`src/rtl/lf_tx_sequencer.sv`:
```
module lf_tx_sequencer #(
  parameter int BUF_W      = 56,
  parameter int NCH        = 8,
  parameter int TICKS_FAST = 128,
  parameter int TICKS_SLOW = 256,
  parameter int TEL_W      = 10
) (
  input  logic               clk,
  input  logic               rst_n,
  input  logic               tick,
  input  logic               rate_slow,
  input  logic               auto_start,
  input  logic [2*NCH-1:0]   ch_mode,
  input  logic [5:0]         g2_start_bytes,
  input  logic [6:0]         g2_len_bits,
  input  logic [5:0]         dst_start_bits,
  input  logic [1:0]         dst_len,
  input  logic               wr_buf1,
  input  logic               wr_buf2,
  input  logic [BUF_W-1:0]   wr_data,
  input  logic               start,
  output logic [1:0]         status,
  output logic               data_bit,
  output logic [2*NCH-1:0]   ch_drive,
  output logic [2*NCH-1:0]   ch_amp
);
  localparam int CW = $clog2(TICKS_SLOW);
  localparam int IW = $clog2(BUF_W);
  localparam logic [TEL_W-1:0] TEL_MAX = '1;

  logic [BUF_W-1:0] buf1_q, buf2_q;
  logic             full1, full2;
  logic             busy, cur;
  logic [CW-1:0]    tcnt;
  logic [IW-1:0]    bidx;
  logic [TEL_W-1:0] tel;

  logic tick_last, buf_last, go, other_full;
  logic [TEL_W-1:0] g2_lo, g2_hi, d_lo, d_hi;
  logic in_g2, pre_d, in_d;

  assign tick_last  = tcnt == (rate_slow ? CW'(TICKS_SLOW-1) : CW'(TICKS_FAST-1));
  assign buf_last   = bidx == IW'(BUF_W-1);
  assign go         = !busy && full1 && (auto_start || start);
  assign other_full = cur ? full1 : full2;

  always_ff @(posedge clk or negedge rst_n) begin
    if (!rst_n) begin
      buf1_q <= '0;
      buf2_q <= '0;
      full1  <= 1'b0;
      full2  <= 1'b0;
      busy   <= 1'b0;
      cur    <= 1'b0;
      tcnt   <= '0;
      bidx   <= '0;
      tel    <= '0;
    end else begin
      if (wr_buf1 && !(busy && !cur)) begin
        buf1_q <= wr_data;
        full1  <= 1'b1;
      end
      if (wr_buf2 && !(busy && cur)) begin
        buf2_q <= wr_data;
        full2  <= 1'b1;
      end
      if (go) begin
        busy <= 1'b1;
        cur  <= 1'b0;
        tcnt <= '0;
        bidx <= '0;
        tel  <= '0;
      end else if (busy && tick) begin
        if (tick_last) begin
          tcnt <= '0;
          if (tel != TEL_MAX) tel <= tel + 1'b1;
          if (buf_last) begin
            bidx <= '0;
            if (cur) full2 <= 1'b0;
            else     full1 <= 1'b0;
            if (other_full) cur  <= ~cur;
            else            busy <= 1'b0;
          end else begin
            bidx <= bidx + 1'b1;
          end
        end else begin
          tcnt <= tcnt + 1'b1;
        end
      end
    end
  end

  assign status   = busy ? {1'b1, cur} : 2'b00;
  assign data_bit = busy & (cur ? buf2_q[BUF_W-1-int'(bidx)] : buf1_q[BUF_W-1-int'(bidx)]);

  assign g2_lo = TEL_W'({g2_start_bytes, 3'b000});
  assign g2_hi = g2_lo + TEL_W'(g2_len_bits);
  assign in_g2 = (g2_len_bits != 7'd0) && (tel >= g2_lo) && (tel < g2_hi);

  assign d_lo  = (dst_start_bits < 6'd2) ? TEL_W'(2) : TEL_W'(dst_start_bits);
  assign d_hi  = d_lo + TEL_W'(dst_len) + 1'b1;
  assign pre_d = tel < d_lo;
  assign in_d  = !pre_d && (tel < d_hi);

  for (genvar i = 0; i < NCH; i++) begin : g_ch
    always_comb begin
      ch_drive[2*i +: 2] = 2'b00;
      ch_amp[2*i +: 2]   = 2'b00;
      if (busy) begin
        case (ch_mode[2*i +: 2])
          2'b01: begin
            ch_drive[2*i +: 2] = data_bit ? 2'b11 : 2'b01;
            ch_amp[2*i +: 2]   = in_g2 ? 2'b10 : 2'b01;
          end
          2'b10: begin
            ch_drive[2*i +: 2] = data_bit ? 2'b10 : 2'b01;
            ch_amp[2*i +: 2]   = in_g2 ? 2'b10 : 2'b01;
          end
          2'b11: begin
            if (pre_d) begin
              ch_drive[2*i +: 2] = 2'b01;
            end else if (in_d) begin
              ch_drive[2*i +: 2] = 2'b10;
              ch_amp[2*i +: 2]   = 2'b11;
            end
          end
          default: ;
        endcase
      end
    end
  end
endmodule

```
`config.mk`:
```
export PLATFORM = sky130hd
export DESIGN_NAME = lf_tx_sequencer
export DESIGN_NICKNAME = d
export VERILOG_FILES = /design/src/rtl/lf_tx_sequencer.sv
export SDC_FILE = /design/constraint.sdc
export NUM_CORES = 1
export LEC_CHECK = 0
export BUFFER_PORTS_ARGS = -buffer_cell sky130_fd_sc_hd__clkbuf_2
export CORE_MARGIN = 2
export CORE_UTILIZATION = 55
export CTS_BUF_LIST = sky130_fd_sc_hd__clkbuf_4 sky130_fd_sc_hd__clkbuf_8 sky130_fd_sc_hd__clkbuf_16
export DETAILED_ROUTE_END_ITERATION = 10
export PLACE_DENSITY_LB_ADDON = 0.3
export SLEW_MARGIN = 30
export SYNTH_ARGS = -nofsm -noshare
export SYNTH_HDL_FRONTEND = slang
export SYNTH_SLANG_ARGS = --single-unit
```
`constraint.sdc`:
```
create_clock -name clk -period 6.9 [get_ports clk]
set_clock_uncertainty 0.15 [all_clocks]
set_input_delay 0.345 -clock clk [delete_from_list [all_inputs] [get_ports clk]]
set_output_delay 0.345 -clock clk [all_outputs]
set_load 0.02 [all_outputs]
```
==> results.json, run 1 <==
{
  "slew_headroom_pct": 36.9,
  "layout-drive-gt1-share_pct": 32.8,
  "cts.sinks": 140,
  "rsz0062_at_grt": "no",
  "cp_top_family": "compound AO/OA/AOI/OAI gates",
  "start_util_pct": 55.7,
  "cap_violations": 0,
  "dp_hpwl_um": 14300,
  "fmax_mhz": 221,
  "synth.distinct_cells": 60,
  "htree_num_levels": 4,
  "whs_path_depth": 2,
  "synth_async_sr_flop_share_pct": 100,
  "r2r_start": "busy$_DFFE_PN0P_",
  "ys_ff_latch": 140,
  "track_usage_pct": 24.5,
  "ioPinCount": 136,
  "post_cts_resized": 0,
  "fillers": 1260,
  "rr_worst_depth": 7,
  "required_ns": 6.40,
  "ir_worst_vdd_mv": 0.162,
  "power_density_nw_per_um2": 211,
  "reg2reg_to": "tel[9]$_DFFE_PN0P_",
  "yosysTopAreaCellShare_pct": 40.0,
  "dr_total_vias": 6721,
  "postCtsSetupRepairBufs": 0,
  "power.total_mw": 2.16,
  "clk_latency_ns": 0.42,
  "syn_inst": 798,
  "vias_per_cell": 5.84,
  "crit_arrival_ns": 4.02,
  "clk_pin_slew_ns": 0.06,
  "drtIter0Drc": 373,
  "synth_top_area_cell": "dfrtp_1",
  "dr.pass1.iters": 4,
  "area_growth_syn_to_layout_pct": 16.6,
  "yosysSeqAreaShare_pct": 40.0,
  "cp-end-kind": "output port",
  "clk_root_buffer_cell": "clkbuf_16",
  "synth.most_common_cell": "dfrtp_1",
  "synth-main-ff-cell": "dfrtp_1",
  "path_cells": "clkinv_1 > ha_1 > nand2_1 > a21oi_1 > and3_1 > a31oi_1 > o311ai_1 > a32oi_2 > a32o_1 > clkbuf_2",
  "min_period_ns": 4.52,
  "synth-edff-count": 0,
  "io_buffers": 135,
  "p_leak_nw": 4.99,
  "status": "completed",
  "cts_tree": "yes",
  "hold_violations": 0,
  "crit_path_top_delay_cell": "a32oi_2",
  "hp-start": "wr_data[21]",
  "worstSetupStartpointType": "register",
  "synth_warnings": 0,
  "grt_pass1_vias": 6666,
  "crit_path_max_fanout": 17,
  "final_nets": 1097,
  "cts_buffers": 17,
  "clockBufferDepth": 2,
  "min_to": "buf2_q[21]$_DFFE_PN0P_",
  "core_region_area_um2": 15700,
  "synth_area_leaders": "dfrtp_1, mux2_2, ha_1, mux2i_1, mux4_2",
  "drc": 0,
  "row_count": 46,
  "slew_violations": 0,
  "crit_type": "reg -> out",
  "die_h_um": 130,
  "wire_per_inst_um": 17.6,
  "finalSetupViolCount": 0,
  "synthesis.nets": 973,
  "fp.dieW_um": 130,
  "finalSetupTns_ns": 0,
  "grt_antenna_before_repair": 0,
  "grt_overflow": 0,
  "slowest_delay_ns": 0.81,
  "finalWeightedCongestion": 0.841,
  "reg2reg_slack_ns": 3.98,
  "crit_buf_inv": 2,
  "synth_common_cells": "dfrtp_1, mux2_2, ha_1",
  "hold_class": "in -> reg",
  "synthesis.area_um2": 8750,
  "syn_avg_cell_area_um2": 11.0,
  "grt_max_degree": 84,
  "die_area_um2": 16900,
  "tightest_slew_ns": 0.947,
  "fin_crit_sh_pct": 65.4,
  "grt_pass1_wl_um": 32400,
  "diodes": 0,
  "wirelength_um": 20200,
  "ant_nets": 0
}
-- worst max-delay path by stage --
stage | from | end | depth (start not counted)
2_1_floorplan | dst_start_bits[4] | ch_drive[11] | 16
3_3_place_gp | dst_start_bits[5] | ch_drive[15] | 17
3_5_place_dp | dst_start_bits[5] | ch_drive[15] | 17
4_1_cts | bidx[1]$_DFFE_PN0P_ | ch_drive[12] | 8
5_1_grt | dst_start_bits[5] | ch_drive[3] | 17
6_report | bidx[3]$_DFFE_PN0P_ | ch_drive[12] | 10
-- kinds of logic after synthesis --
family | share of synthesized area (%)
and+or+nand+nor | 9.73
muxes | 21.8
AOI/OAI and AO/OA | 11.2
DFF | 40.0
buffers and inverters | 4.42
adders and majority gates | 10.8
xor gates and xnor gates | 2.10
-- worst reg2reg max path, delay by kind of cell, from the launching register on --
family,cells,cell delay (ns)
and+or+nand+nor,3,0.55
DFF,1,0.73
AOI/OAI and AO/OA,2,0.80
buffers and inverters,1,0.41
xor gates and xnor gates,1,0.14
-- flip-flops by register name, indices dropped and copies added (netlist names) --
name,cells
buf1_q,56
busy,1
tcnt,8
buf2_q,56
cur,1
full2,1
tel,10
bidx,6
full1,1
-- placed cells by master (no fill, tap or decap), types with 3 or more instances in the layout --
cell type | netlist | routed
nand2_1 | 53 | 52
bufinv_16 | 0 | 4
o211ai_1 | 5 | 5
nand4_1 | 9 | 9
nand3_1 | 20 | 20
inv_1 | 49 | 49
and3_1 | 14 | 14
xnor2_1 | 11 | 11
clkbuf_2 | 0 | 134
or4_1 | 3 | 3
a22oi_1 | 8 | 8
nor3_1 | 9 | 9
dfrtp_1 | 140 | 138
a21o_1 | 15 | 15
or3_1 | 4 | 4
o21ai_0 | 25 | 25
mux2i_1 | 34 | 34
a32o_1 | 8 | 8
nor2b_1 | 6 | 6
inv_6 | 0 | 3
ha_1 | 72 | 72
a41oi_1 | 9 | 9
a21oi_1 | 41 | 41
nand2b_1 | 9 | 9
and2_1 | 6 | 5
clkbuf_16 | 0 | 17
buf_4 | 5 | 6
mux2_2 | 115 | 115
o31ai_1 | 3 | 3
nor2_1 | 32 | 32
mux4_2 | 12 | 12
a31oi_1 | 4 | 4
clkinvlp_4 | 0 | 3
xor2_1 | 10 | 10
-- timing repair --
item	in CTS	in global routing
setup endpoints to repair	0	0
hold endpoints to repair	82	0
hold buffers	1	0
-- layout make-up --
class / count / area (um^2) / area share (%)
clock buffers: 19 / 453 / 4.44
clock inverters: 12 / 186 / 1.83
inverters: 50 / 188 / 1.84
multi-input cells: 571 / 4860 / 47.7
flip-flops and latches: 140 / 3510 / 34.4
well taps: 216 / 270 / 2.65
repair buffers: 142 / 737 / 7.22
-- metrics by stage --
| step | cell area [um^2] | worst slack [ns] | hold WS [ns] | util [%] | cells |
|---|---|---|---|---|---|
| floorplan | 8750 | 2.82 | -0.101 | - | 798 |
| global placement | 9550 | 2.64 | 0.295 | 60.8 | 1118 |
| detailed placement | 9550 | 2.49 | 0.291 | 60.8 | 1118 |
| CTS | 10200 | 2.41 | 0.0117 | 64.9 | 1150 |
| global route | 10200 | 2.16 | 0.00945 | 64.9 | 1150 |
| finish | 10200 | 2.38 | 0.0196 | 64.9 | 1150 |
-- power breakdown --
group,switching (mW),internal [mW],total [mW]
sequential,0.0365,0.870,0.907
clock,0.349,0.626,0.976
combinational,0.146,0.127,0.273
-- layer usage --
metal  up-vias  wire [um]  track usage (%)  share of wire (%)
li1       3180          -                -                  -
met5         -          0                0                  0
met2       215       9510             40.2                 47
met1      3283       9040             32.3                 45
met4         0        563             9.30                2.8
met3        43       1100             5.04                5.5
(Power assumes the default switching activity.)
==> run 2: changes to the inputs <==
Settings changed: ABC_AREA set to 1.
Clock period 6.9 ns to 4.7 ns, I/O delays scaled along.
==> results.json, run 2 <==
{
  "synthesis.nets": 1378,
  "power.internal_mw": 2.41,
  "slew_headroom_pct": 41.1,
  "seqPwrFrac_pct": 41.0,
  "power.clock.fraction_pct": 44.7,
  "grt_max_degree": 113,
  "synthAdderAreaFrac_pct": 10.4,
  "yosysSeqAreaShare_pct": 38.8,
  "path_cells": "clkbuf_2 > inv_1 > nand3_1 > inv_1 > nor2_1 > inv_1 > ha_1 > nand2_1 > o21ai_0 > xor2_1 > ha_1 > a21oi_1 > o21ai_0 > nand3_1 > nand2_1 > a21oi_1 > nand3_1 > a21oi_1 > clkbuf_2",
  "holdWs_ns": 0.0142,
  "crit_buf_inv": 5,
  "slew_violations": 0,
  "grt_antenna_before_repair": 0,
  "top_regs": "buf1_q (56), buf2_q (56), tel (10)",
  "dr_total_vias": 8542,
  "drc": 0,
  "final_cell_mix": "nand2_1, inv_1, o21ai_0",
  "finalSetupViolCount": 0,
  "combPwrFrac_pct": 14.3,
  "synth_warnings": 0,
  "rsz0062_at_grt": "no",
  "tightest_slew_ns": 0.881,
  "p_switching_mw": 0.833,
  "cap_violations": 0,
  "fmax_mhz": 258,
  "io_buffers": 135,
  "synth_top_area_cell": "dfrtp_1",
  "dp_hpwl_um": 15300,
  "synth_simple_gate_area_share_pct": 24.4,
  "track_usage_pct": 27.3,
  "synth_common_cells": "nand2_1, inv_1, o21ai_0",
  "row_count": 46,
  "finalSetupTns_ns": 0,
  "r2r_start": "busy$_DFFE_PN0P_",
  "syn_avg_cell_area_um2": 7.50,
  "dr_wl_met2_um": 11600,
  "synth_async_sr_flop_share_pct": 100,
  "drtIter0Drc": 655,
  "fp.dieW_um": 132,
  "met3WireLength_um": 1300,
  "clockBufferDepth": 2,
  "synth-xor-area-share_pct": 1.07,
  "crit_path_max_fanout": 8,
  "core_region_area_um2": 15900,
  "mostFrequentLayoutCell": "nand2_1",
  "grt_pass1_wl_um": 39400,
  "hold_class": "in -> reg",
  "required_ns": 4.32,
  "cp_top_family": "compound AO/OA/AOI/OAI gates",
  "postCtsSetupRepairBufs": 0,
  "dr.pass1.iters": 6,
  "min_period_ns": 3.87,
  "switching_share_pct": 25.7,
  "cts_tree": "yes",
  "power_density_nw_per_um2": 296,
  "fillers": 1315,
  "slowest_delay_ns": 0.52,
  "grt_overflow": 0,
  "ioPinCount": 136,
  "regArea_um2": 3500,
  "wirelength_um": 23200,
  "area_growth_syn_to_layout_pct": 21.6,
  "die_area_um2": 17400,
  "clk_root_buffer_cell": "clkbuf_16",
  "synth-edff-count": 0,
  "ant_nets": 0,
  "hp-start": "tick",
  "wire_per_inst_um": 14.5,
  "muxShareOfSynthArea_pct": 0,
  "diodes": 0,
  "hold_violations": 0,
  "pre_cts_ws_ns": 0.834,
  "cts_buffers": 17,
  "synth.distinct_cells": 45,
  "status": "completed",
  "htree_num_levels": 4,
  "yosysTopAreaCellShare_pct": 38.8,
  "vias_per_cell": 5.34,
  "synthesis.area_um2": 9020,
  "fin_crit_sh_pct": 82.4,
  "crit_path_top_delay_cell": "a21oi_1",
  "synth_area_leaders": "dfrtp_1, nand2_1, ha_1, o21ai_0, inv_1",
  "grt_pass1_vias": 8444,
  "multi_input_area_um2": 4590,
  "p_leak_nw": 5.78,
  "start_util_pct": 56.6,
  "synth-compound-area-share_pct": 14.9,
  "clk_pin_slew_ns": 0.06,
  "cp-startpoint": "dst_start_bits[3]",
  "cp-end-kind": "output port",
  "worstSetupStartpointType": "input port",
  "synth.most_common_cell": "nand2_1",
  "power.total_mw": 3.25,
  "die_h_um": 132,
  "synth_top_family_by_area": "simple AND/OR/NAND/NOR gates",
  "final_nets": 1548,
  "ys_ff_latch": 140,
  "synth-main-ff-cell": "dfrtp_1",
  "syn_inst": 1203,
  "finalWeightedCongestion": 0.910,
  "layout-drive-gt1-share_pct": 15.5,
  "crit_type": "in -> out",
  "fin_ws_ns": 0.828,
  "dr.max_layer_used": "met4",
  "clk_latency_ns": 0.42,
  "met1_length_um": 9920,
  "cts.sinks": 140,
  "crit_arrival_ns": 3.49,
  "ir_worst_vdd_mv": 0.292
}
==> run 2: changes by cell type in the layout (fill, tap and decap cells not counted), sizes merged, moves of 24 or more <==
cell / before / now
a21oi: 41 / 65
dlygate4sd3: 1 / 57
inv: 52 / 170
mux2: 115 / 0
mux2i: 34 / 0
nand2: 53 / 317
nand3: 20 / 108
o21ai: 26 / 167
==> run 2: path summary, 6_finish.rpt <==
kind                                           to  slack [ns]  cells after the start
min in group asynchronous  buf2_q[30]$_DFFE_PN0P_        0.27                      2
max in group asynchronous     tcnt[4]$_DFFE_PN0N_        3.20                      3
setup / recovery                      ch_drive[1]        0.83                     19
setup reg to reg           buf1_q[15]$_DFFE_PN0P_        1.84                      6
hold / removal                    full1$_DFF_PN0_        0.01                      4
hold reg to reg            buf1_q[38]$_DFFE_PN0P_        0.33                      2
==> run 2: kinds of logic (layout without fill, tap and decap cells) <==
logic type	Yosys count	count (layout)
AO/OA/AOI/OAI	249	249
XOR/XNOR	11	11
adder cells (fa/ha/maj)	74	74
buffers and inverters	219	399
flip-flops	140	140
AND/OR/NAND/NOR	510	510
==> run 2: metrics by stage <==
stage                     utilization (%)  instances  cell area [um^2]
after global placement               61.3       1513              9770
after detailed placement             61.3       1513              9770
after CTS                            68.8       1599             11000
final                                68.8       1599             11000
after floorplan                         -       1203              9020
after global routing                 68.8       1599             11000
==> run 2: worst reg2reg max path, stage by stage, from the launching register on <==
cell,delay [ns]
dfrtp_1,0.66
inv_1,0.37
nor2_2,0.26
inv_1,0.12
nand2_2,0.66
buf_12,0.33
o21ai_0,0.18
==> run 2: repair_timing <==
action / in CTS / in global routing
hold buffers: 57 / 0
resized for setup: 0 / 0
endpoints found under the hold margin: 223 / 0
==> run 2: routing by layer <==
layer  up-vias  GRT usage (%)
met4         0           8.21
li1       4212              -
met3        43           5.07
met2       307           46.3
met1      3980           35.6
met5         -              0
==> run 2: area by class of cell <==
class                           instances  area share [%]
Timing Repair Buffer                  200            12.1
Multi-Input combinational cell        844            41.9
Clock inverter                         11            1.78
Tap cell                              216            2.46
Sequential cell                       140            32.0
Clock buffer                           18            3.95
Inverter                              170            5.89
==> run 2: power groups by stage <==
stage	Sequential (mW)	Clock [mW]	Combinational, mW
after floorplan	1.34	0	0.275
after global placement	1.35	0	0.408
after detailed placement	1.35	0	0.423
after CTS	1.33	1.46	0.465
after global routing	1.34	1.51	0.533
final	1.33	1.45	0.466
